$ cat src/rtl/irq_regs.sv
module irq_regs #(
  parameter int ADDR_W     = 8,
  parameter int DATA_W     = 32,
  parameter int NBITS      = 7,
  parameter logic [NBITS-1:0] LEVEL_BITS = 7'h18,
  parameter int OFF_STAT   = 'h04,
  parameter int OFF_SET    = 'h08,
  parameter int OFF_CLR    = 'h0C,
  parameter int OFF_MASK   = 'h10
) (
  input  logic              clk,
  input  logic              rst_n,
  input  logic              wr_en,
  input  logic [ADDR_W-1:0] addr,
  input  logic [DATA_W-1:0] wdata,
  input  logic [NBITS-1:0]  evt_in,
  output logic [DATA_W-1:0] rdata,
  output logic              irq_o
);
  localparam logic [ADDR_W-1:0] A_STAT = ADDR_W'(OFF_STAT);
  localparam logic [ADDR_W-1:0] A_SET  = ADDR_W'(OFF_SET);
  localparam logic [ADDR_W-1:0] A_CLR  = ADDR_W'(OFF_CLR);
  localparam logic [ADDR_W-1:0] A_MASK = ADDR_W'(OFF_MASK);

  logic [NBITS-1:0] lat_q, mask_q, stat_view, wbits, clr_bits;
  logic             wr_stat, wr_set, wr_clr, irq_q;

  assign wbits     = wdata[NBITS-1:0];
  assign wr_stat   = wr_en && (addr == A_STAT);
  assign wr_set    = wr_en && (addr == A_SET);
  assign wr_clr    = wr_en && (addr == A_CLR);
  assign clr_bits  = wr_stat ? wbits : '0;
  assign stat_view = (lat_q & ~LEVEL_BITS) | (evt_in & LEVEL_BITS);
  assign irq_o     = irq_q;

  always_ff @(posedge clk) begin
    if (!rst_n) begin
      lat_q  <= '0;
      mask_q <= '0;
      irq_q  <= 1'b0;
    end else begin
      lat_q <= ((lat_q & ~clr_bits) | evt_in) & ~LEVEL_BITS;
      if (wr_set)
        mask_q <= mask_q | wbits;
      else if (wr_clr)
        mask_q <= mask_q & ~wbits;
      irq_q <= |(stat_view & mask_q);
    end
  end

  always_comb begin
    rdata = '0;
    if (addr == A_STAT)
      rdata[NBITS-1:0] = stat_view;
    else if (addr == A_MASK)
      rdata[NBITS-1:0] = mask_q;
  end
endmodule


$ cat config.mk
export PLATFORM = sky130hd
export DESIGN_NAME = irq_regs
export DESIGN_NICKNAME = d
export VERILOG_FILES = /design/src/rtl/irq_regs.sv
export SDC_FILE = /design/constraint.sdc
export NUM_CORES = 1
export LEC_CHECK = 0
export ABC_AREA = 1
export BUFFER_PORTS_ARGS = -buffer_cell sky130_fd_sc_hd__buf_2
export CORE_ASPECT_RATIO = 0.75
export CORE_UTILIZATION = 39
export CTS_CLUSTER_DIAMETER = 100
export DETAILED_ROUTE_END_ITERATION = 8
export PLACE_DENSITY_LB_ADDON = 0.05
export SETUP_SLACK_MARGIN = 0.3
export SYNTH_ARGS = -nofsm -noshare
export SYNTH_HDL_FRONTEND = slang
export SYNTH_SLANG_ARGS = --single-unit
$ cat constraint.sdc
create_clock -name clk -period 2.4 [get_ports clk]
set_input_delay 0.24 -clock clk [delete_from_list [all_inputs] [get_ports clk]]
set_output_delay 0.24 -clock clk [all_outputs]
set_load 0.005 [all_outputs]
== Word level (Yosys, flattened, before mapping) ==
Cells that the tools add are included.

* Bits in registers: 15
* Bits of input ports: 50
* Output and inout port bits: 33
* Logic and storage cells: 26

* Equal/unequal tests: 4
* Muxes and demuxes: 5
* Bitwise logic cells: 8
* Reduce and logical (&&, ||, !) cells: 5

{| class="wikitable"
|+ Operators by type and width
! operator !! count
|-
| 7-bit two-way mux || 5
|-
| 7-bit bitwise AND || 3
|-
| 8-bit by 4-bit == test with 1-bit output (second input constant) || 2
|-
| 7-bit NOT || 2
|-
| 7-bit OR || 2
|-
| 8-bit by 3-bit == test with 1-bit output (second input constant) || 1
|-
| 8-bit by 5-bit == test with 1-bit output (second input constant) || 1
|-
| 7-bit by 5-bit OR with 7-bit output || 1
|-
| 7-bit OR reduction || 1
|-
| 1-bit logical AND || 3
|-
| 2-bit nonzero test || 1
|}

== Logic depth before layout (Yosys ltp) ==
* Depth after elaboration: 6
* Gate-level depth with buffers: 8
* Gate-level depth less buffers: 7

== Least setup slack after synthesis ==
No wires, ideal clock.

* Path type: in2out
* Start: input addr[1]
* End: output rdata[0]
* Arrival: 0.951 ns
* Data required time: 2.160 ns
* Setup slack: 1.209 ns
* Stages on the path: 5
* Buffers on the path: 0
* Cell sequence: nor2_1 > inv_1 > nor3_1 > nand3_1 > o21ai_0

* Longest elaborated chain between the ends: 3
* Elaborated cells on any way between the ends: 4
* Those cells by class: 2 x eq/ne; 2 x mux

{| class="wikitable"
|+ RTL lines
! element !! RTL line !! text
|-
| start: declaration || 14 || <nowiki>input logic [ADDR_W-1:0] addr,</nowiki>
|-
| 8-bit by 5-bit == test with 1-bit output || 55 || <nowiki>else if (addr == A_MASK)</nowiki>
|-
| 7-bit two-way mux || 55 ||
|-
| 7-bit two-way mux * || 53 || <nowiki>if (addr == A_STAT)</nowiki>
|-
| end: declaration || 17 || <nowiki>output logic [DATA_W-1:0] rdata,</nowiki>
|}

Mark *: on every way between the ends. The rest lies on a longest branch, timed or not.

== Final worst setup path ==
* Start: input addr[7]
* End: output rdata[5]

The elaborated chain is that of the path after synthesis.

==> results_dict.tcl <==
set metrics [dict create \
    cp_top_family "simple AND/OR/NAND/NOR gates" \
    hpwl_mm 1.50 \
    pwr_density_cell_nw_per_um2 416 \
    min-delay-start "evt_in[6]" \
    crit_type "in -> out" \
    h-tree-depth 1 \
    cp-end-kind "output pin" \
    grt_pass1_wl_mm 3.17 \
    maxSlewViolCount 0 \
    clk_pin_slew_ns 0.08 \
    seq_area_frac_synth_pct 28.6 \
    die_area_um2 2540 \
    cts.sinks 13 \
    p_sw_share_pct 27.0 \
    drtAntennaViolNets 0 \
    final.min_clock_period_ns 1.60 \
    p_seq_share_pct 53.6 \
    p_total_uw 421 \
    critical_path.cell_chain "buf_2 > nor2_1 > nand2_1 > nor2_2 > inv_2 > o22ai_1 > buf_2" \
    diodes 0 \
    die_w_um 57.8 \
    start_util_pct 43.3 \
    reg2reg_to "irq_o$_SDFF_PN0_" \
    fin_util_pct 48.1 \
    rows 14 \
    cts_inserted_buffers 3 \
    p_int_uw 307 \
    pwr-share-comb_pct 14.2 \
    grt_max_degree 15 \
    rsz0062_at_grt "no" \
    synth-seq-cells 13 \
    fin_nets 219 \
    core_region_area_um2 2100 \
    firstDrtPassIters 7 \
    holdCritPathClass "in -> reg" \
    p_switching_uw 113 \
    drt_iter0_drc 22 \
    clock.fmax_mhz 624 \
    critical_path_buf_inv_count 3 \
    globalRouteTotalUtil_pct 16.7 \
    synthCells 136 \
    setup_viol 0 \
    post_cts_buffers 0 \
    min_path_cells 3 \
    cts_resized 0 \
    crit_fanout 11 \
    critPathLaunchType "primary input" \
    clk_latency_ns 0.28 \
    routedWlPerCell_um 10.2 \
    clkPwrFrac_pct 32.2 \
    cp_common_cell "buf_2" \
    crit_required_ns 2.16 \
    routed_via_density 4.47 \
    rr_worst_depth 4 \
    rrSetupSlack_ns 1.53 \
    clock_path_buffers 2 \
    drive_gt1_share_pct 23.8 \
    antenna_found_initial 0 \
    ctsHoldBuffers 0 \
    synth_area_per_cell_um2 6.70 \
    critPathArrivalTime_ns 1.36 \
    place.gp.congestion 0.747 \
    mostFrequentLayoutCells "buf_2 (32), conb_1 (25), nand3_1 (20)" \
    whs_endpoint "lat_q[6]$_SDFF_PN0_" \
    clock_skew_ns 0.00321 \
    timing.final.crit_share_pct 66.8 \
    die_h_um 43.9 \
    p_leak_nw 0.484 \
    status "complete, but fails checks" \
    syn_to_final_growth_pct 11.0 \
    postRouteWirelength_mm 1.96 \
    final_common_cell "buf_2" \
    grt_overflow 0 \
    ys_warn_count 0 \
    hold_viol 0 \
    port_buffers 32 \
    io-pin-count 83 \
    cp_slowest_stage_delay_ns 0.42 \
    netlist_area_um2 911 \
    drv_cap 0 \
    violations "design-rule violations" \
    vdd_ir_drop_max_mv 0.257 \
    cts_tree "built" \
    via_count 858 \
    critPathSlowestCell "nor2_2" \
    yosysUniqueCellTypes 17 \
    finalSetupTns_ns 0 \
    drc 4 \
    grt_pass1_vias 750 \
    clock-root-buffer "clkbuf_4" \
    fillers 236 \
]
Yosys cell counts:
| master | number | area [um2] |
|---|---|---|
| a21oi_1 | 14 | 70.1 |
| a22o_1 | 2 | 17.5 |
| buf_4 | 27 | 203 |
| clkbuf_1 | 1 | 3.75 |
| conb_1 | 1 | 3.75 |
| dfxtp_1 | 13 | 260 |
| inv_1 | 19 | 71.3 |
| inv_2 | 1 | 3.75 |
| nand2_1 | 19 | 71.3 |
| nand2_2 | 1 | 6.26 |
| nand3_1 | 20 | 100 |
| nor2_1 | 6 | 22.5 |
| nor2_2 | 2 | 12.5 |
| nor3_1 | 1 | 5.00 |
| nor3_4 | 1 | 16.3 |
| o21ai_0 | 5 | 25.0 |
| o22ai_1 | 3 | 18.8 |
logic make-up after synthesis:
family | count (synthesis) | synth area share [%]
buffers and inverters | 48 | 30.9
and+or+nand+nor | 50 | 25.7
AOI/OAI and AO/OA | 24 | 14.4
other | 1 | 0.412
DFF | 13 | 28.6
final cells by class:
class	instances	area, um2	area share (%)
Clock buffer	4	26.3	2.60
Inverter	20	75.1	7.43
Multi-Input combinational cell	99	459	45.4
Sequential cell	13	260	25.7
Tap cell	24	30.0	2.97
Timing Repair Buffer	32	160	15.8
how the worst max path moves through the flow:
stage | start | end | slack, ns | cells past startpoint
CTS | addr[7] | rdata[5] | 0.79 | 7
detailed placement | addr[7] | rdata[5] | 0.79 | 7
global placement | addr[7] | rdata[5] | 0.80 | 7
floorplan | addr[1] | rdata[0] | 1.21 | 5
finish | addr[7] | rdata[5] | 0.80 | 7
global route | addr[2] | rdata[5] | 0.64 | 8
worst min-delay path, stage by stage:
cell and delay [ns]:
buf_2 0.09, inv_1 0.04, a21oi_1 0.05
routing by layer:
layer	GRT usage [%]	vias up	part of all wire, %
met3	6.27	2	6.3
met5	0	-	0
li1	-	449	-
met1	20.7	378	46
met2	28.3	29	47
met4	2.86	0	0.41
power groups by stage:
stage / registers (mW) / clock network (mW) / logic [mW]
after global routing: 0.226 / 0.148 / 0.0696
after global placement: 0.231 / 0 / 0.0585
final: 0.226 / 0.135 / 0.0600
after floorplan: 0.230 / 0 / 0.0592
after detailed placement: 0.231 / 0 / 0.0593
after CTS: 0.226 / 0.142 / 0.0594
through the flow:
stage	hold WS (ns)	cells	cell area, um2	setup WS [ns]
6_report	0.193	192	1010	0.798
2_1_floorplan	0.374	160	1000	1.21
5_1_grt	0.185	192	1010	0.641
3_5_place_dp	0.457	188	985	0.790
4_1_cts	0.186	192	1010	0.793
3_3_place_gp	0.450	188	985	0.802
Power figures use the tool's default switching activity.
